## src/rtl/rsfe_pkg.sv

```systemverilog
package rsfe_pkg;
  localparam int DATA_W  = 80;
  localparam int CTL_W   = 2;
  localparam int HDR_W   = 4;
  localparam int SYM_W   = 4;
  localparam int PAR_SYM = 4;
  localparam int PAY_W   = DATA_W + 2 * CTL_W;
  localparam int INFO_W  = PAY_W + HDR_W;
  localparam int HALF_W  = INFO_W / 2;
  localparam int K_SYM   = HALF_W / SYM_W;
  localparam int CW_SYM  = K_SYM + PAR_SYM;
  localparam int CW_W    = CW_SYM * SYM_W;
  localparam int FRAME_W = 2 * CW_W;
  localparam int SCR_LEN = 21;
  localparam int SCR_TAP = 2;

  localparam logic [HDR_W-1:0] HDR_DATA = 4'b0101;
  localparam logic [HDR_W-1:0] HDR_IDLE = 4'b0110;

  // GF(16) product, field reduced by x^4+x+1
  function automatic logic [3:0] gf_mul(input logic [3:0] a, input logic [3:0] b);
    logic [3:0] acc;
    logic [3:0] sh;
    acc = '0;
    sh  = a;
    for (int i = 0; i < 4; i++) begin
      if (b[i]) acc = acc ^ sh;
      sh = sh[3] ? ({sh[2:0], 1'b0} ^ 4'b0011) : {sh[2:0], 1'b0};
    end
    return acc;
  endfunction

  // Generator (x+a)(x+a^2)(x+a^3)(x+a^4); returns {g3,g2,g1,g0}, g4 = 1
  function automatic logic [15:0] gen_poly();
    logic [3:0] c [5];
    logic [3:0] root;
    c[0] = 4'h1;
    for (int k = 1; k < 5; k++) c[k] = 4'h0;
    root = 4'h1;
    for (int r = 1; r <= 4; r++) begin
      root = gf_mul(root, 4'h2);
      for (int k = 4; k > 0; k--) c[k] = c[k-1] ^ gf_mul(c[k], root);
      c[0] = gf_mul(c[0], root);
    end
    return {c[3], c[2], c[1], c[0]};
  endfunction
endpackage

```

## src/rtl/rsfe_scrambler.sv

```systemverilog
module rsfe_scrambler #(
  parameter int W   = 84,
  parameter int LEN = 21,
  parameter int TAP = 2
) (
  input  logic [W-1:0]   din,
  input  logic [LEN-1:0] hist_in,
  output logic [W-1:0]   dout,
  output logic [LEN-1:0] hist_out
);
  // hist[0] is the newest scrambled bit
  always_comb begin
    logic [LEN-1:0] h;
    h = hist_in;
    for (int i = W - 1; i >= 0; i--) begin
      dout[i] = din[i] ^ h[TAP-1] ^ h[LEN-1];
      h = {h[LEN-2:0], dout[i]};
    end
    hist_out = h;
  end
endmodule

```

## src/rtl/rsfe_rs_enc.sv

```systemverilog
module rsfe_rs_enc
  import rsfe_pkg::*;
#(
  parameter int KS = 11
) (
  input  logic [KS*SYM_W-1:0]      info,
  output logic [PAR_SYM*SYM_W-1:0] parity
);
  localparam logic [15:0] GEN = gen_poly();

  // Systematic division by the generator, first symbol is the highest power
  always_comb begin
    logic [3:0] r [PAR_SYM];
    logic [3:0] fb;
    for (int p = 0; p < PAR_SYM; p++) r[p] = '0;
    for (int s = KS - 1; s >= 0; s--) begin
      fb = info[s*SYM_W +: SYM_W] ^ r[PAR_SYM-1];
      for (int p = PAR_SYM - 1; p > 0; p--)
        r[p] = r[p-1] ^ gf_mul(fb, GEN[p*SYM_W +: SYM_W]);
      r[0] = gf_mul(fb, GEN[SYM_W-1:0]);
    end
    for (int p = 0; p < PAR_SYM; p++) parity[p*SYM_W +: SYM_W] = r[p];
  end
endmodule

```

## src/rtl/rs_frame_encoder.sv

```systemverilog
module rs_frame_encoder
  import rsfe_pkg::*;
#(
  parameter logic [SCR_LEN-1:0] SEED = 21'h15A3C
) (
  input  logic               clk,
  input  logic               rst_n,
  input  logic               in_valid,
  output logic               in_ready,
  input  logic [DATA_W-1:0]  in_data,
  input  logic [CTL_W-1:0]   in_lctl,
  input  logic [CTL_W-1:0]   in_sctl,
  output logic               out_valid,
  input  logic               out_ready,
  output logic [FRAME_W-1:0] out_frame
);
  logic               valid_q;
  logic [FRAME_W-1:0] frame_q;
  logic [SCR_LEN-1:0] hist_q;
  logic [SCR_LEN-1:0] hist_d;
  logic               load;
  logic [PAY_W-1:0]   payload;
  logic [PAY_W-1:0]   scrambled;
  logic [INFO_W-1:0]  info;
  logic [CW_W-1:0]    cw [2];
  logic [FRAME_W-1:0] frame_d;

  assign load     = !valid_q || out_ready;
  assign in_ready = load;
  assign payload  = in_valid ? {in_lctl, in_sctl, in_data} : '0;

  rsfe_scrambler #(.W(PAY_W), .LEN(SCR_LEN), .TAP(SCR_TAP)) scr_i (
    .din      (payload),
    .hist_in  (hist_q),
    .dout     (scrambled),
    .hist_out (hist_d)
  );

  assign info = {(in_valid ? HDR_DATA : HDR_IDLE), scrambled};

  for (genvar h = 0; h < 2; h++) begin : g_cw
    logic [PAR_SYM*SYM_W-1:0] par;
    rsfe_rs_enc #(.KS(K_SYM)) enc_i (
      .info   (info[INFO_W-1-h*HALF_W -: HALF_W]),
      .parity (par)
    );
    assign cw[h] = {info[INFO_W-1-h*HALF_W -: HALF_W], par};
  end

  for (genvar k = 0; k < CW_SYM; k++) begin : g_ilv
    for (genvar h = 0; h < 2; h++) begin : g_half
      assign frame_d[FRAME_W-1-(2*k+h)*SYM_W -: SYM_W] = cw[h][CW_W-1-k*SYM_W -: SYM_W];
    end
  end

  always_ff @(posedge clk or negedge rst_n) begin
    if (!rst_n) begin
      valid_q <= 1'b0;
      frame_q <= '0;
      hist_q  <= SEED;
    end else if (load) begin
      valid_q <= 1'b1;
      frame_q <= frame_d;
      hist_q  <= hist_d;
    end
  end

  assign out_valid = valid_q;
  assign out_frame = frame_q;
endmodule

```

## config.mk

```make
export PLATFORM = sky130hd
export DESIGN_NAME = rs_frame_encoder
export DESIGN_NICKNAME = d
export VERILOG_FILES = /design/src/rtl/rsfe_pkg.sv /design/src/rtl/rsfe_scrambler.sv /design/src/rtl/rsfe_rs_enc.sv /design/src/rtl/rs_frame_encoder.sv
export SDC_FILE = /design/constraint.sdc
export NUM_CORES = 1
export LEC_CHECK = 0
export ABC_AREA = 1
export BUFFER_PORTS_ARGS = -buffer_cell sky130_fd_sc_hd__buf_4
export CAP_MARGIN = 10
export CORE_ASPECT_RATIO = 2
export CORE_MARGIN = 4
export CORE_UTILIZATION = 50
export DETAILED_ROUTE_END_ITERATION = 12
export GPL_TIMING_DRIVEN = 1
export PLACE_DENSITY = 0.71
export RECOVER_POWER = 100
export SETUP_SLACK_MARGIN = 0.4
export SYNTH_ARGS = -nofsm -noshare
export SYNTH_HDL_FRONTEND = slang
export SYNTH_SLANG_ARGS = --single-unit
```

## constraint.sdc

```tcl
create_clock -name clk -period 9.57 [get_ports clk]
set_input_delay 0.957 -clock clk [delete_from_list [all_inputs] [get_ports clk]]
set_output_delay 0.957 -clock clk [all_outputs]
set_load 0.005 [all_outputs]
```

## Word-level counts from Yosys, hierarchy flattened

Index checks and enable logic that the tools add are counted.

| storage, ports and cells | value |
|---|---|
| bits in registers | 141 |

| cells by class | value |
|---|---|
| mux-type cells | 68 |
| bitwise logic cells | 424 |
| reductions and logical operators | 2 |

Operator list:

| kind | count |
|---|---|
| XOR 4 bit | 188 |
| XOR 1 bit | 168 |
| two-way mux 2 bit | 67 |
| inverter 2 bit | 66 |
| two-way mux 84 bit | 1 |
| XOR 3 x 4 -> 4 bit | 2 |
| logical NOT 1 bit | 1 |
| logical OR 1 bit | 1 |

## Longest topological paths before layout

Gate-level depths: netlist of the first run.

| logic depth | value |
|---|---|
| depth after elaboration | 142 |
| mapped depth | 94 |
| mapped depth without buffers | 93 |

## Cells and area by module

Synthesis of the first run repeated with hierarchy kept, for this count alone.

| unflattened totals | value |
|---|---|
| cell total of the unflattened synthesis | 3265 |
| area total of the unflattened synthesis | 19812.8 um2 |

Modules (own cells, without submodules):

| module | sequential area each (um2) | times used | area each (um2) | cells each |
|---|---|---|---|---|
| rsfe_rs_enc | 0.0 | 2 | 4852.2 | 951 |
| rs_frame_encoder | 3514.6 | 1 | 6319.8 | 788 |
| rsfe_scrambler | 0.0 | 1 | 3788.6 | 575 |

## Worst setup path after synthesis of the first run

No wires, ideal clock.

| timing path | value |
|---|---|
| path type | input to register |
| start | in in_valid |
| end | reg frame_q[28] (netlist: out_frame[28]) |
| path buffers | 1 |
| stages | 34 |
| arrival time | 8.392 ns |
| slack | 1.049 ns |
| data required time | 9.441 ns |
| library setup time | 0.129 ns |
| path through | buf_6 -> nand2_2 -> nand3_2 -> nand2_2 -> nand2_2 -> nand2_2 -> xor2_1 -> xor2_2 -> xor2_4 -> xor2_4 -> xnor2_4 -> xor2_4 -> xor2_2 -> xor2_2 -> xor2_1 -> xor2_1 -> xnor2_4 -> xor2_2 -> xor2_2 -> xor2_1 -> xnor2_4 -> xor2_1 -> xor2_1 -> xor2_2 -> xnor2_1 -> xnor2_2 -> xor2_1 -> inv_1 -> or2_2 -> nand2_1 -> inv_1 -> xor2_1 -> xor2_1 -> o21ai_1 |

| between the ends | value |
|---|---|
| word-level cells in the longest chain between the ends | 60 |
| elaborated cells on any way between the ends | 226 |
| classes of those cells | mux (33); bitwise (193) |

Ends and longest elaborated chain:

| element | line | RTL |
|---|---|---|
| from (decl) | rs_frame_encoder.sv:8 | `input logic in_valid,` |
| two-way mux 84 bit | rs_frame_encoder.sv:30 | `assign payload = in_valid ? {in_lctl, in_sctl, in_data} : '0;` |
| XOR 1 bit (4 in series) | rsfe_scrambler.sv:16 | `dout[i] = din[i] ^ h[TAP-1] ^ h[LEN-1];` |
| XOR 4 bit | rsfe_rs_enc.sv:17 | `fb = info[s*SYM_W +: SYM_W] ^ r[PAR_SYM-1];` |
| inverter 2 bit (no line) | -- |  |
| two-way mux 2 bit | rsfe_pkg.sv:28 | `sh = sh[3] ? ({sh[2:0], 1'b0} ^ 4'b0011) : {sh[2:0], 1'b0};` |
| XOR 4 bit (2 in series) | rsfe_pkg.sv:27 | `if (b[i]) acc = acc ^ sh;` |
| XOR 4 bit | rsfe_rs_enc.sv:19 | `r[p] = r[p-1] ^ gf_mul(fb, GEN[p*SYM_W +: SYM_W]);` |
| XOR 4 bit | rsfe_rs_enc.sv:17 |  |
| (+38 left out) | -- |  |
| inverter 2 bit (no line) | -- |  |
| two-way mux 2 bit | rsfe_pkg.sv:28 |  |
| XOR 4 bit (2 in series) | rsfe_pkg.sv:27 |  |
| XOR 4 bit | rsfe_rs_enc.sv:19 |  |
| XOR 4 bit | rsfe_rs_enc.sv:17 |  |
| two-way mux 2 bit | rsfe_pkg.sv:28 |  |
| XOR 4 bit (2 in series) | rsfe_pkg.sv:27 |  |
| XOR 4 bit * | rsfe_rs_enc.sv:19 |  |
| to (signal assigned) | rs_frame_encoder.sv:63 | `frame_q <= frame_d;` |
| to (decl) | rs_frame_encoder.sv:18 | `logic [FRAME_W-1:0] frame_q;` |

Every way passes the cells marked *; elsewhere a longest branch is shown, timed or not.
A chain may end at the register's enable or synchronous reset.

## Worst setup path in the final report of the first run

| timing path | value |
|---|---|
| start | in in_valid |
| end | reg frame_q[27] (netlist: out_frame[27]) |

| between the ends | value |
|---|---|
| word-level cells in the longest chain between the ends | 103 |
| elaborated cells on any way between the ends | 316 |
| classes of those cells | mux (32); bitwise (284) |

Ends and longest elaborated chain:

| element | line |
|---|---|
| two-way mux 84 bit * | rs_frame_encoder.sv:30 |
| XOR 1 bit (44 in series) | rsfe_scrambler.sv:16 |
| inverter 2 bit (no line) / XOR 1 bit (equally long branches) | -- |
| two-way mux 2 bit / XOR 1 bit (equally long branches) | rsfe_pkg.sv:28, rsfe_scrambler.sv:16 |
| XOR 4 bit / XOR 1 bit (equally long branches) | rsfe_pkg.sv:27, rsfe_scrambler.sv:16 |
| XOR 4 bit (tied with other cells) | rsfe_rs_enc.sv:17 |
| two-way mux 2 bit / XOR 4 bit (equally long branches) | rsfe_pkg.sv:28, rsfe_rs_enc.sv:17 |
| inverter 2 bit (no line) / two-way mux 2 bit (equally long branches) | -- |
| (+44 left out) | -- |
| two-way mux 2 bit (tied with other cells) | rsfe_pkg.sv:28 |
| XOR 4 bit / two-way mux 2 bit (equally long branches) | rsfe_pkg.sv:27, rsfe_pkg.sv:28 |
| XOR 4 bit, on equally long branches | rsfe_pkg.sv:27, rsfe_rs_enc.sv:19 |
| XOR 4 bit, on equally long branches | rsfe_rs_enc.sv:19, rsfe_rs_enc.sv:17 |
| XOR 4 bit / inverter 2 bit (equally long branches) | -- |
| XOR 4 bit / two-way mux 2 bit (equally long branches) | rsfe_pkg.sv:27, rsfe_pkg.sv:28 |
| XOR 4 bit | rsfe_pkg.sv:27 |
| XOR 4 bit * | rsfe_rs_enc.sv:19 |

Marks and branches as above.

==> results of run 1 <==
==> per-stage QoR <==
| stage | hold slack, ps | worst slack, ps | std cells | instance area (µm²) |
|---|---|---|---|---|
| 6_report | 477 | 257 | 3375 | 24300 |
| 5_1_grt | 506 | -233 | 3375 | 24300 |
| 4_1_cts | 484 | 411 | 3293 | 21100 |
| 3_5_place_dp | 468 | -594 | 3248 | 19900 |
| 3_3_place_gp | 463 | -511 | 3248 | 19900 |
| 2_1_floorplan | 472 | 1050 | 2374 | 15800 |
==> routing by layer <==
layer / global-route usage (%) / vias to the layer above / wire length [µm] / part of all wire [%]
li1: - / 8531 / - / -
met3: 4.64 / 459 / 3240 / 4.6
met1: 29.2 / 8691 / 20400 / 29
met4: 37.1 / 0 / 9410 / 13
met2: 68.9 / 886 / 37600 / 53
met5: 0 / - / 0 / 0
==> registers in the layout (all words and copies together), names as in the netlist <==
register   flops
hist_q         9
out_valid      1
out_frame    118
==> cell families (layout without fill, tap and decap cells) <==
logic type | Yosys count | after routing | synth area share, %
simple gates | 1439 | 1440 | 42.8
buf+inv | 307 | 889 | 8.00
compound gates | 101 | 101 | 3.38
xor+xnor | 397 | 397 | 25.4
flops | 128 | 128 | 20.4
other cells | 2 | 2 | 0.0476
==> worst max-delay path by stage <==
stage	start	endpoint	slack (ps)	cells after the start
3_3_place_gp	in_valid	out_frame[3]	-510	77
3_5_place_dp	in_valid	out_frame[0]	-590	77
5_1_grt	in_valid	out_frame[24]	-230	83
6_report	in_valid	out_frame[27]	260	79
4_1_cts	in_valid	out_frame[3]	410	84
2_1_floorplan	in_valid	out_frame[28]	1050	34
==> area by class of cell <==
cell class	count	area share (%)
Clock inverter	14	0.683
Tap cell	418	2.15
Inverter	257	4.13
Clock buffer	18	1.76
Timing Repair Buffer	600	18.5
Multi-Input combinational cell	1940	59.6
Sequential cell	128	13.2
==> placed cells by master, fill, tap and decap left out, types with 16 or more instances in the layout <==
master and count:
inv_1 216, xor2_2 38, xnor2_1 75, a31oi_1 22, nand2_2 235, xor2_4 18
nor2_1 28, clkbuf_4 87, clkbuf_16 18, nand3_1 184, buf_4 451, nand3_2 109
nand2_4 144, clkbuf_1 40, dfrtp_1 119, o21ai_0 73, buf_6 16, inv_2 29
nand2_1 605, xor2_1 247, nand3_4 102
==> worst max-delay path: cells and delay by family <==
family                    cells  cell delay (ps)
buffers and inverters         8             1130
and+or+nand+nor              69             6880
xor gates and xnor gates      2              620
==> what timing repair did <==
item	CTS	global route
setup endpoints to repair	16	23
cloned	1	1
resized for setup	112	599
buffers inserted	12	81
pin swaps	21	167
hold endpoints to repair	0	0
==> flow_summary.toml, run 1 <==
[run]
drv_cap = 5

[final_layout]
num_antenna_cells = 0
post_route_cells_drive_above_1_share_pct = 44.9
fillers = 2331
fin_util_pct = 78.6
finalNetCount = 3032
area_growth_pct = 54.2
multi_input_area_mm2 = 0.0145
register_area_mm2 = 0.00321

[synthesis]
synth_edf_count = 0
postSynthCellCount = 2374
yosys_warnings = 0
yosysMostFrequentCell = "nand2_1"
syn-cell-area_mm2 = 0.0158
synth-seq-cells = 128
syn_nets = 2462
synth.largest_area_cell = "nand2_1"
async_reset_ff_share_pct = 100
synth_cell_types = 34
synth_commonest_cells = "823 x nand2_1, 347 x nand3_1, 266 x xor2_1"
ys_seq_area_share_pct = 20.4
yosys-top-cells-area = "nand2_1 20%, dfrtp_1 19%, xor2_1 15%"
synth_area_per_cell_um2 = 6.65
ys.flop_type = "dfrtp_1"
synth_top_area_share_pct = 19.6

[setup_path]
rr_endpoint = "out_frame[27]"
cp_common_cell = "nand2_4"
reg2reg_slack_ps = 340
regToRegStartpoint = "out_frame[32]"
endpoint_kind = "register"
setup.worst_path.start_class = "input pin"
crit_path_top_delay_cell = "xor2_1"
critical_path_peak_fanout = 20
cp_data_required_time_ps = 9940
cp_slowest_stage_delay_ps = 440
crit_type = "in2reg"
crit_arrival_ps = 9680
ff2ff_path_depth = 83

[timing]
fin_skew_ps = 13.6
final.setup.tns_ps = 0
max_slew_margin_pct = -153
rsz0062_at_grt = "yes"
hold_viol_final = 0
drv_slew = 365
fin_crit_sh_pct = 97.3
max_freq_mhz = 107
tightestPinTransition_ps = 3790
period_minus_slack_ps = 9310
setup_violations = 0

[floorplan]
die_area_mm2 = 0.0347
die_h_um = 259
die_x_um = 134
start_util_pct = 51.0
pin_count = 210
coreArea_mm2 = 0.0310
num_rows = 91

[drt]
vias_per_cell = 5.50
drtPass1Iterations = 6
drtIter0Drc = 1104
ant_nets = 0
wl_per_cell_um = 20.9
drt-total-wl_um = 70700
num_vias = 18567
drc = 0

[cts]
cts_made_buffers = 17
cts_hold_buffers = 0
cts_htree_levels = 4
cts.clk_slew.worst_paths_ps = 60
root_buffer = "clkbuf_16"
clk-insertion-delay-late_ps = 450
cts.sinks = 128
cts_tree = "built"
clockBufferDepth = 2

[worst_hold_path]
hold_path_class = "reg2reg"
min_to = "out_frame[5]"
hold_depth = 2
hp-start = "out_frame[5]"

[global_routing]
grt_pass1_wl_um = 93900
antenna_found_initial = 0
grt_max_degree = 81
grt_pass1_vias = 17586
globalRoute.totalOverflow = 0
grt_usage_pct = 35.8

[run_status]
violations = "capacitance limit, slew limit"
status = "finished with violations"

[placement]
hpwl_um = 52300
port_buffers = 208
place.gp.congestion = 1.04
Power of run 1 is left out: the tool's default activity adds up to more than one toggle a clock period on the data nets, which glitch-free logic cannot reach.
==> run 2: changes to the inputs <==
--- a/config.mk
+++ b/config.mk
@@ -8,7 +8,7 @@
 export ABC_AREA = 1
 export BUFFER_PORTS_ARGS = -buffer_cell sky130_fd_sc_hd__buf_4
 export CAP_MARGIN = 10
-export CORE_ASPECT_RATIO = 2
+export CORE_ASPECT_RATIO = 1.2
 export CORE_MARGIN = 4
 export CORE_UTILIZATION = 50
 export DETAILED_ROUTE_END_ITERATION = 12
==> run 2 against run 1 <==
Against the previous run:
- the run still ends with capacitance limit, slew limit left
- critical path depth grew 6
- routed wire length decreased by 11%
- count of clock-buffer cells in the layout is 3 higher
- register-to-register slack improved by 100 ps
- clock skew is 8.2 ps higher
- via count down 3.9%
- highest routed layer is now met5
- critical endpoint is now out_frame[1]
- critical path type unchanged
==> flow_summary.toml, run 2 (synthesis results as in run 1) <==
[run_status]
status = "finished with violations"
violations = "capacitance limit, slew limit"

[timing]
fin_skew_ps = 21.8
tightestPinTransition_ps = 5090
max_slew_margin_pct = -240
period_minus_slack_ps = 9150
max_freq_mhz = 109
setup_violations = 0
setup_ws_ps = 418
hold_viol_final = 0
rsz0062_at_grt = "yes"
drv_slew = 384
fin_crit_sh_pct = 95.6

[setup_path]
critical_path_peak_fanout = 8
reg2reg_slack_ps = 440
ff2ff_path_depth = 83
cp_common_cell = "nand2_4"
cp_slowest_stage_delay_ps = 220
crit_type = "in2reg"
crit_arrival_ps = 9520
crit_path_top_delay_cell = "nand3_1"
regToRegStartpoint = "out_frame[33]"
endpoint_kind = "register"
setup.worst_path.start_class = "input pin"
rr_endpoint = "out_frame[1]"
cp_data_required_time_ps = 9930

[cts]
clockBufferDepth = 2
cts_htree_levels = 4
cts_made_buffers = 17
cts.clk_slew.worst_paths_ps = 60
cts.sinks = 128
clk-insertion-delay-late_ps = 450
root_buffer = "clkbuf_16"
cts_tree = "built"

[floorplan]
num_rows = 71
die_x_um = 170
pin_count = 210
die_h_um = 203
coreArea_mm2 = 0.0313
start_util_pct = 50.5
die_area_mm2 = 0.0345

[worst_hold_path]
hold_depth = 2
hold_path_class = "reg2reg"
min_to = "out_frame[11]"
hp-start = "out_frame[11]"

[final_layout]
area_growth_pct = 46.5
layout_commonest_cell = "nand2_1"
finalNetCount = 2920
largest_reg_flops = 118
register_area_mm2 = 0.00321
post_route_cells_drive_above_1_share_pct = 40.8
num_antenna_cells = 0
fillers = 2370
multi_input_area_mm2 = 0.0142
stdcell_count = 3246
final_cell_mix = "639 x nand2_1, 339 x buf_4, 247 x xor2_1"

[drt]
drt-total-wl_um = 62900
routed.top_layer = "met5"
drtIter0Drc = 1421
drc = 0
num_vias = 17838
wl_met2_um = 31200
vias_per_cell = 5.50
wl_per_cell_um = 19.4
wl_met1_um = 22900
drtPass1Iterations = 7
wl_met3_um = 4180
ant_nets = 0

[placement]
pre_cts_slack_ps = -345
port_buffers = 208
dp.cells = 3126
place.gp.congestion = 1.02
hpwl_um = 46300

[run]
drv_cap = 6

[global_routing]
grt_usage_pct = 31.7
grt_pass1_wl_um = 85500
antenna_found_initial = 2
globalRoute.totalOverflow = 0
grt_pass1_vias = 16004
grt_max_degree = 94
[run 2: cell types whose count changed in the layout (fill, tap and decap cells not counted), moves of 9 or more]
cell / before / now
buf_4: 451 / 339
clkbuf_1: 40 / 49
nand2_1: 605 / 639
nand2_2: 235 / 203
nand3_1: 184 / 195
[run 2: through the flow]
stage	util [%]	TNS, ps	hold slack, ps	area [µm²]
finish	74.0	0	477	23100
detailed placement	60.9	-4300	466	19000
global placement	60.9	-481	465	19000
global route	74.0	-1370	502	23100
floorplan	-	0	472	15800
CTS	63.2	0	483	19800
[run 2: critical path, delay by kind of cell]
kind                   cells  cell delay [ps]
buffers and inverters      9             1040
and+or+nand+nor           76             7490
[run 2: per-layer routing]
metal  GRT usage (%)  up-vias
met5               0        -
met3            4.07      288
li1                -     8310
met4            15.8        2
met1            38.1     8412
met2            55.4      826
[run 2: worst max path at each step]
stage,startpoint,to,slack [ps],cells after the start
4_1_cts,in_valid,out_frame[3],410,78
3_3_place_gp,in_valid,out_frame[0],-90,80
6_report,in_valid,out_frame[1],420,85
2_1_floorplan,in_valid,out_frame[28],1050,34
3_5_place_dp,in_valid,out_frame[3],-350,75
5_1_grt,out_frame[33],out_frame[0],-160,84
[run 2: area by class of cell]
type | count | share of cell area [%]
Sequential cell | 128 | 13.9
Inverter | 257 | 4.30
Tap cell | 401 | 2.17
Multi-Input combinational cell | 1940 | 61.6
Clock inverter | 11 | 0.416
Clock buffer | 21 | 2.03
Timing Repair Buffer | 488 | 15.6
[run 2: what timing repair did]
| item | in CTS | in global routing |
|---|---|---|
| hold buffers | 0 | 0 |
| pin swaps | 4 | 182 |
| cloned | 0 | 2 |
| gates resized for setup | 30 | 616 |
| buffers inserted | 1 | 85 |
| setup endpoints to repair | 15 | 31 |
Power of run 2 is left out for the same reason.
